### config.mk
export PLATFORM = sky130hd
export DESIGN_NAME = fault_supervisor
export DESIGN_NICKNAME = d
export VERILOG_FILES = /design/src/rtl/fps_pkg.sv /design/src/rtl/fps_deglitch.sv /design/src/rtl/fps_core.sv /design/src/rtl/fault_supervisor.sv
export SDC_FILE = /design/constraint.sdc
export NUM_CORES = 1
export LEC_CHECK = 0
export BUFFER_PORTS_ARGS = -buffer_cell sky130_fd_sc_hd__buf_2
export CORE_ASPECT_RATIO = 0.5
export CORE_MARGIN = 3
export CORE_UTILIZATION = 55
export DETAILED_ROUTE_END_ITERATION = 10
export GPL_TIMING_DRIVEN = 0
export PLACE_DENSITY = 0.83
export SLEW_MARGIN = 20
export SYNTH_ARGS = -nofsm -noshare
export SYNTH_HDL_FRONTEND = slang
export SYNTH_SLANG_ARGS = --single-unit
### constraint.sdc
create_clock -name clk -period 4.3 [get_ports clk]
set_clock_uncertainty 0.2 [all_clocks]
set_input_delay 0.86 -clock clk [delete_from_list [all_inputs] [get_ports clk]]
set_output_delay 0.86 -clock clk [all_outputs]
set_load 0.05 [all_outputs]
### src/rtl/fps_pkg.sv
package fps_pkg;

    typedef enum logic [2:0] {
        FC_NONE = 3'd0,
        FC_OC   = 3'd1,
        FC_OV   = 3'd2,
        FC_UV   = 3'd3,
        FC_OT   = 3'd4
    } fault_code_e;

    localparam int NQ    = 4;
    localparam int Q_OC  = 0;
    localparam int Q_OVT = 1;
    localparam int Q_OVR = 2;
    localparam int Q_UV  = 3;

    typedef struct packed {
        logic oc;
        logic ov;
        logic uv;
        logic ot;
    } fault_set_t;

    function automatic logic code_live(fault_code_e c, fault_set_t s);
        case (c)
            FC_OC:   return s.oc;
            FC_OV:   return s.ov;
            FC_UV:   return s.uv;
            FC_OT:   return s.ot;
            default: return 1'b0;
        endcase
    endfunction

    function automatic fault_code_e code_pick(fault_set_t s);
        if (s.oc)      return FC_OC;
        else if (s.ov) return FC_OV;
        else if (s.uv) return FC_UV;
        else if (s.ot) return FC_OT;
        else           return FC_NONE;
    endfunction

endpackage

### src/rtl/fps_deglitch.sv
module fps_deglitch #(
    parameter int HOLD = 200
) (
    input  logic clk,
    input  logic rst,
    input  logic clr,
    input  logic raw,
    output logic qual
);
    localparam int CW = $clog2(HOLD + 1);

    logic [CW-1:0] run_cnt;

    always_ff @(posedge clk) begin
        if (rst || clr || !raw)
            run_cnt <= '0;
        else if (run_cnt != CW'(HOLD))
            run_cnt <= run_cnt + 1'b1;
    end

    assign qual = (run_cnt == CW'(HOLD));

    // a qualified flag was sampled high on the previous edge
    p_qual_after_high_r1: assert property (@(posedge clk) disable iff (rst)
        qual |-> $past(raw));

    // any low sample drops qualification on the next cycle
    p_low_restarts_r1: assert property (@(posedge clk) disable iff (rst)
        !raw |=> !qual);

endmodule

### src/rtl/fps_core.sv
module fps_core
    import fps_pkg::*;
(
    input  logic        clk,
    input  logic        rst,
    input  logic        q_oc,
    input  logic        q_ovt,
    input  logic        q_ovr,
    input  logic        q_uv,
    input  logic        temp_hot,
    input  logic        temp_cool,
    input  logic        en_low,
    input  logic        vcc_por_low,
    output logic        switch_en,
    output logic        pgood_pulldown,
    output logic        lowside_dischg,
    output fault_code_e code
);
    fault_set_t  st, st_nx;
    logic        dis, dis_nx;
    fault_code_e code_nx;

    always_comb begin
        st_nx = st;
        if (vcc_por_low) begin
            st_nx = '0;
        end else begin
            if (en_low) begin
                st_nx.oc = 1'b0;
                st_nx.uv = 1'b0;
                st_nx.ot = 1'b0;
            end else begin
                if (q_oc)          st_nx.oc = 1'b1;
                if (q_uv)          st_nx.uv = 1'b1;
                if (temp_hot)      st_nx.ot = 1'b1;
                else if (temp_cool) st_nx.ot = 1'b0;
            end
            if (q_ovt) st_nx.ov = 1'b1;
        end
    end

    always_comb begin
        if (vcc_por_low || !st_nx.ov) dis_nx = 1'b0;
        else if (q_ovt)               dis_nx = 1'b1;
        else if (q_ovr)               dis_nx = 1'b0;
        else                          dis_nx = dis;
    end

    always_comb begin
        if (vcc_por_low)             code_nx = FC_NONE;
        else if (code_live(code, st_nx)) code_nx = code;
        else                         code_nx = code_pick(st_nx);
    end

    always_ff @(posedge clk) begin
        if (rst) begin
            st   <= '0;
            dis  <= 1'b0;
            code <= FC_NONE;
        end else begin
            st   <= st_nx;
            dis  <= dis_nx;
            code <= code_nx;
        end
    end

    assign switch_en      = !(st.oc || st.ov || st.uv || st.ot);
    assign pgood_pulldown = st.oc || st.ov || st.uv;
    assign lowside_dischg = dis;

    // enable going low never releases the overvoltage latch
    p_ov_held_r3: assert property (@(posedge clk) disable iff (rst)
        (st.ov && !vcc_por_low) |=> st.ov);

    // enable low releases overcurrent and undervoltage
    p_en_clears_r2: assert property (@(posedge clk) disable iff (rst)
        (en_low && !vcc_por_low) |=> (!st.oc && !st.uv));

    // discharge only while the overvoltage latch is held
    p_dis_in_ov_r4: assert property (@(posedge clk) disable iff (rst)
        lowside_dischg |-> st.ov);

    // supply reset wipes everything on the next cycle
    p_por_clears_r8: assert property (@(posedge clk) disable iff (rst)
        vcc_por_low |=> (st == '0 && !lowside_dischg && code == FC_NONE));

    // an undervoltage code is kept until its own clear paths act
    p_uv_code_sticky_r7: assert property (@(posedge clk) disable iff (rst)
        (code == FC_UV && !en_low && !vcc_por_low) |=> code == FC_UV);

    // entering suspend leaves power-good untouched when no other fault rises
    p_ot_keeps_pg_r5: assert property (@(posedge clk) disable iff (rst)
        (temp_hot && !en_low && !vcc_por_low && !q_oc && !q_ovt && !q_uv)
        |=> (!switch_en && $stable(pgood_pulldown)));

endmodule

### src/rtl/fault_supervisor.sv
module fault_supervisor
    import fps_pkg::*;
#(
    parameter int DEGLITCH_CYC = 200
) (
    input  logic       clk,
    input  logic       rst,
    input  logic       oc_raw,
    input  logic       ov_trip_raw,
    input  logic       ov_rel_raw,
    input  logic       uv_raw,
    input  logic       temp_hot,
    input  logic       temp_cool,
    input  logic       en_low,
    input  logic       vcc_por_low,
    output logic       switch_en,
    output logic       pgood_pulldown,
    output logic       lowside_dischg,
    output logic [2:0] fault_code
);
    logic [NQ-1:0] raw_v;
    logic [NQ-1:0] qual_v;
    fault_code_e   code;

    always_comb begin
        raw_v        = '0;
        raw_v[Q_OC]  = oc_raw;
        raw_v[Q_OVT] = ov_trip_raw;
        raw_v[Q_OVR] = ov_rel_raw;
        raw_v[Q_UV]  = uv_raw;
    end

    for (genvar g = 0; g < NQ; g++) begin : g_dg
        fps_deglitch #(.HOLD(DEGLITCH_CYC)) u_dg (
            .clk  (clk),
            .rst  (rst),
            .clr  (vcc_por_low),
            .raw  (raw_v[g]),
            .qual (qual_v[g])
        );
    end

    fps_core u_core (
        .clk            (clk),
        .rst            (rst),
        .q_oc           (qual_v[Q_OC]),
        .q_ovt          (qual_v[Q_OVT]),
        .q_ovr          (qual_v[Q_OVR]),
        .q_uv           (qual_v[Q_UV]),
        .temp_hot       (temp_hot),
        .temp_cool      (temp_cool),
        .en_low         (en_low),
        .vcc_por_low    (vcc_por_low),
        .switch_en      (switch_en),
        .pgood_pulldown (pgood_pulldown),
        .lowside_dischg (lowside_dischg),
        .code           (code)
    );

    assign fault_code = code;

endmodule

After elaboration in Yosys (flattened, before gate mapping)
Cells that the tools add are included.
{ "totals": {"ff_bits": 40, "output_inout_bits": 6, "elab_cells": 60} }
{ "classes": {"addsub": 4, "eq_ne": 12, "mux": 16, "n_reduce_logical": 18} }
{ "op_table": {"columns": ["cell", "count"], "rows": [
  ["8-bit by 1-bit adder with 8-bit output, second input constant", 4],
  ["8-bit == test, second input constant", 4],
  ["8-bit != test, second input constant", 4],
  ["3-bit two-way mux", 4],
  ["1-bit logical OR", 9],
  ["1-bit two-way mux", 9],
  ["3-bit by 2-bit == test with 1-bit output, second input constant", 2],
  ["1-bit logical NOT", 6],
  ["4-bit two-way mux", 1],
  ["1-bit case mux with 4 select lines", 1],
  ["2-bit OR reduction", 2],
  ["3-bit by 1-bit == test with 1-bit output, second input constant", 1],
  ["3-bit == test, second input constant", 1],
  ["2-bit two-way mux", 1],
  ["2-bit nonzero test", 1]
]} }

Depth between registers and ports, before layout
{ "depth": {"ltp_word": 8, "mapped_depth": 7, "depth_no_buf": 7} }

Modules after synthesis
From an unflattened synthesis, not the netlist that was laid out.
{ "unflattened": {"cells_unflattened": 230, "hier_area_um2": 1990.7} }
{ "by_module_without_submodules": {"columns": ["module", "instances", "cells_each", "area_per_inst_um2", "seq_area_each_um2"], "rows": [
  ["fps_deglitch", 4, 47, 405.4, 160.2],
  ["fps_core", 1, 42, 369.1, 160.2]
]} }

Least setup slack after synthesis
OpenSTA, ideal clock, no wires.
{ "synth_timing": {"path_type": "flip-flop to output port", "startpoint": "register u_core.st[3] in the netlist's numbering", "endpoint": "output switch_en", "arrival_ps": 1628, "t_required_ps": 3240, "path_slack_ps": 1612, "stages_incl_launch_ff": 3, "cell_sequence": "dfxtp_1 -> or3_1 -> nor2_1"} }
{ "synth_between": {"elab_chain_cells": 4} }
{ "synth_lines": {"columns": ["item", "line_no", "rtl"], "rows": [
  ["start: declaration", "fps_core.sv:19", "fault_set_t st, st_nx;"],
  ["start signal: assignment", "fps_core.sv:61", "st <= st_nx;"],
  ["1-bit logical OR (2 in series)", null, null],
  ["net pgood_pulldown", "fault_supervisor.sv:17", "output logic pgood_pulldown,"],
  ["1-bit logical OR", "fps_core.sv:67", "assign switch_en = !(st.oc || st.ov || st.uv || st.ot);"],
  ["1-bit logical NOT", "fps_core.sv:67", null],
  ["end: declaration", "fault_supervisor.sv:16", "output logic switch_en,"]
]} }
The timed path passes the listed nets, and every way through them passes these cells.

Worst setup path after layout
{ "layout_timing": {"startpoint": "register u_core.st[3] in the netlist's numbering", "endpoint": "output switch_en"} }
{ "layout_between": {"elab_chain_cells": 4} }
{ "layout_lines": {"columns": ["item", "line_no"], "rows": [
  ["1-bit logical OR (3 in series)", "fps_core.sv:67"],
  ["1-bit logical NOT", "fps_core.sv:67"]
]} }
No other way between the ends.

==> flow_metrics.tcl <==
set metrics [dict create \
    outcome "completed" \
    synthCells 199 \
    grt_usage 0.192 \
    gr-usage-met1 0.218 \
    die-area_sq_um 4130 \
    power-per-cell-area_nw_per_um2 345 \
    syn_avg_cell_area_sq_um 9.27 \
    crit_chain "or3_1 > nor2_1 > buf_2" \
    yosys_warnings 0 \
    p_sw_frac 0.206 \
    grt_max_degree 14 \
    top_usage_layer "met2" \
    min_from "u_core.lowside_dischg" \
    end_kind "output port" \
    p_sw_mw 0.148 \
    crit_type "reg -> out" \
    n_antenna_cell 0 \
    yosys.area.top_type "dfxtp_1" \
    wire_per_inst_um 13.5 \
    synth_edf_count 0 \
    route.detailed.drc 0 \
    p_seq_frac 0.521 \
    ys_ff_latch 40 \
    p_comb_frac 0.035 \
    cp-start-kind "flip-flop" \
    critPathTopFamily "simple AND/OR/NAND/NOR gates" \
    num_rows 14 \
    hold_path_class "reg -> reg" \
    ir_drop_v 0.000189 \
    routed_wl_um 3520 \
    drt_iter0_drc 67 \
    synth-seq-area-share 0.434 \
    min_to "u_core.lowside_dischg" \
    hold_viol 0 \
    cts-root-buf "clkbuf_8" \
    min_period_ns 2.40 \
    critPathMaxFanout 2 \
    fp.coreArea_sq_um 3100 \
    cts_resized 0 \
    cp.buffers_inverters 1 \
    gp_congestion 0.764 \
    timing.fmax_mhz 417 \
    dr.pass1.iters 4 \
    r2r-end "u_core.code[0]" \
    setup-violations-final 0 \
    met2_usage 0.350 \
    syn_area_sq_um 1850 \
    cts_hold_buf 0 \
    dp_hpwl_um 2530 \
    clkSinkCount 40 \
    tightest_slew_ns 0.715 \
    cts_max_level 2 \
    synthToLayoutAreaGrowth_pct 13.1 \
    ff2ff_setup_slack_ns 2.23 \
    maxSlewViolCount 0 \
    die_y_um 47.0 \
    reg2reg_from "g_dg[1].u_dg.run_cnt[0]" \
    initial_utilization 0.595 \
    finalNetCount 238 \
    cts_setup_buffers 0 \
    clock_power_share 0.444 \
    cts_made_buffers 5 \
    cp_num_cells 3 \
    crit_path_top_delay_cell "or3_1" \
    grt_setup_unrepaired "false" \
    reg2regPathDepth 7 \
    drive_gt1_frac 0.158 \
    async_flop_share 0 \
    holdPathStages 2 \
    p_leak_nw 0.781 \
    gr-total-overflow 0 \
    synth_top_cell_area_share 0.434 \
    arrival_ns 1.34 \
    fin_crit_sh 0.557 \
    cts_tree "built" \
    grt_pass1_wl_um 5910 \
    synth_cell_types 36 \
    p_int_mw 0.572 \
    synthTopCellsByArea "dfxtp_1 (43%), xor2_1 (9.0%), nor2_1 (6.9%)" \
    io_pins 16 \
    vias_per_cell 5.50 \
    max_slew_margin 0.519 \
    via_count 1435 \
    fin_hold_ws_ns 0.331 \
    slowest_delay_ns 0.38 \
    syn_nets 217 \
    use_met3 0.0578 \
    insertion_delay_ns 0.29 \
    antenna_found_initial 0 \
    maxCapViolCount 0 \
    grt_pass1_vias 1344 \
    clk_pin_slew_ns 0.08 \
    die_x_um 87.9 \
    finalSetupTns_ns 0 \
    io_buffers 14 \
    required_ns 3.24 \
    cts_buffer_depth 2 \
    synth_ff_type "dfxtp_1" \
    ant_nets 0 \
]
-- cells in the mapped netlist, types with 2 or more instances --
cell	count
xor2_1	19
nor3_1	7
xnor2_1	9
mux2i_1	4
nor2_1	34
ha_1	8
o22ai_1	2
and3_1	7
dfxtp_1	40
or2_2	2
nand3_1	20
nand2_1	10
nand3b_1	3
nor2_2	2
nor4_1	2
inv_1	10
-- cell type report --
class	instances	area, sq um
timing repair buffer	14	70.1
sequential	40	801
buffer	1	7.51
clock inverter	2	38.8
tap	40	50.0
inverter	10	37.5
fill	238	1010
multi-input combinational	148	1000
clock buffer	6	82.6
-- kinds of logic after synthesis --
logic type               synth area share
adder cells (fa/ha/maj)            0.0542
multiplexers                       0.0217
XOR/XNOR                            0.133
buffers and inverters              0.0244
flip-flops                          0.434
AO/OA/AOI/OAI                      0.0502
AND/OR/NAND/NOR                     0.283
-- how the worst max path moves through the flow --
stage          slack (ns)          from        endpoint
6_report             1.90  u_core.st[3]       switch_en
5_1_grt              1.80  u_core.st[3]       switch_en
4_1_cts              1.89  u_core.st[3]       switch_en
3_5_place_dp         2.00   vcc_por_low  u_core.code[0]
3_3_place_gp         2.01   vcc_por_low  u_core.code[0]
2_1_floorplan        1.61  u_core.st[3]       switch_en
-- worst register-to-register path: cells and delay by family (launching register included) --
kind | cells | cell delay (ns)
simple gates | 3 | 0.67
compound gates | 2 | 0.45
flops | 1 | 0.36
fa+ha+maj | 1 | 0.16
buf+inv | 1 | 0.10
-- sequential cells by signal (all words and copies together), names as in the netlist --
register / count
u_core.code: 3
u_core.st: 4
g_dg.u_dg.run_cnt: 32
u_core.lowside_dischg: 1
-- power by group through the flow --
stage	clock network [mW]	logic, mW	registers, mW
2_1_floorplan	0	0.0157	0.384
3_5_place_dp	0	0.0250	0.384
4_1_cts	0.322	0.0254	0.375
5_1_grt	0.341	0.0284	0.376
3_3_place_gp	0	0.0239	0.384
6_report	0.320	0.0254	0.375
-- routing by layer --
layer  routed length [um]  share of wire  vias to the layer above
met1                 1580           0.45                      678
met2                 1760           0.50                       26
met3                  122          0.035                        6
li1                     -              -                      725
met4                   57          0.016                        0
met5                    0              0                        -
-- cells in the final DEF (no fill, tap or decap), types with 3 or more instances in the layout --
cell type and instances:
dfxtp_1 40, nor2_1 34, nand3_1 20, xor2_1 19
buf_2 14, inv_1 10, nand2_1 10, xnor2_1 9
ha_1 8, and3_1 7, nor3_1 7, clkbuf_8 6
mux2i_1 4, nand3b_1 3
-- per-stage QoR --
stage	instances	total power, mW	utilization	worst slack, ns	instance area (sq um)
after floorplan	199	0.399	-	1.61	1850
after global placement	253	0.407	0.634	2.01	1970
after detailed placement	253	0.409	0.634	2.00	1970
after CTS	261	0.723	0.673	1.89	2090
after global routing	261	0.745	0.673	1.80	2090
final	261	0.720	0.673	1.90	2090
Power figures use the tool's default switching activity.
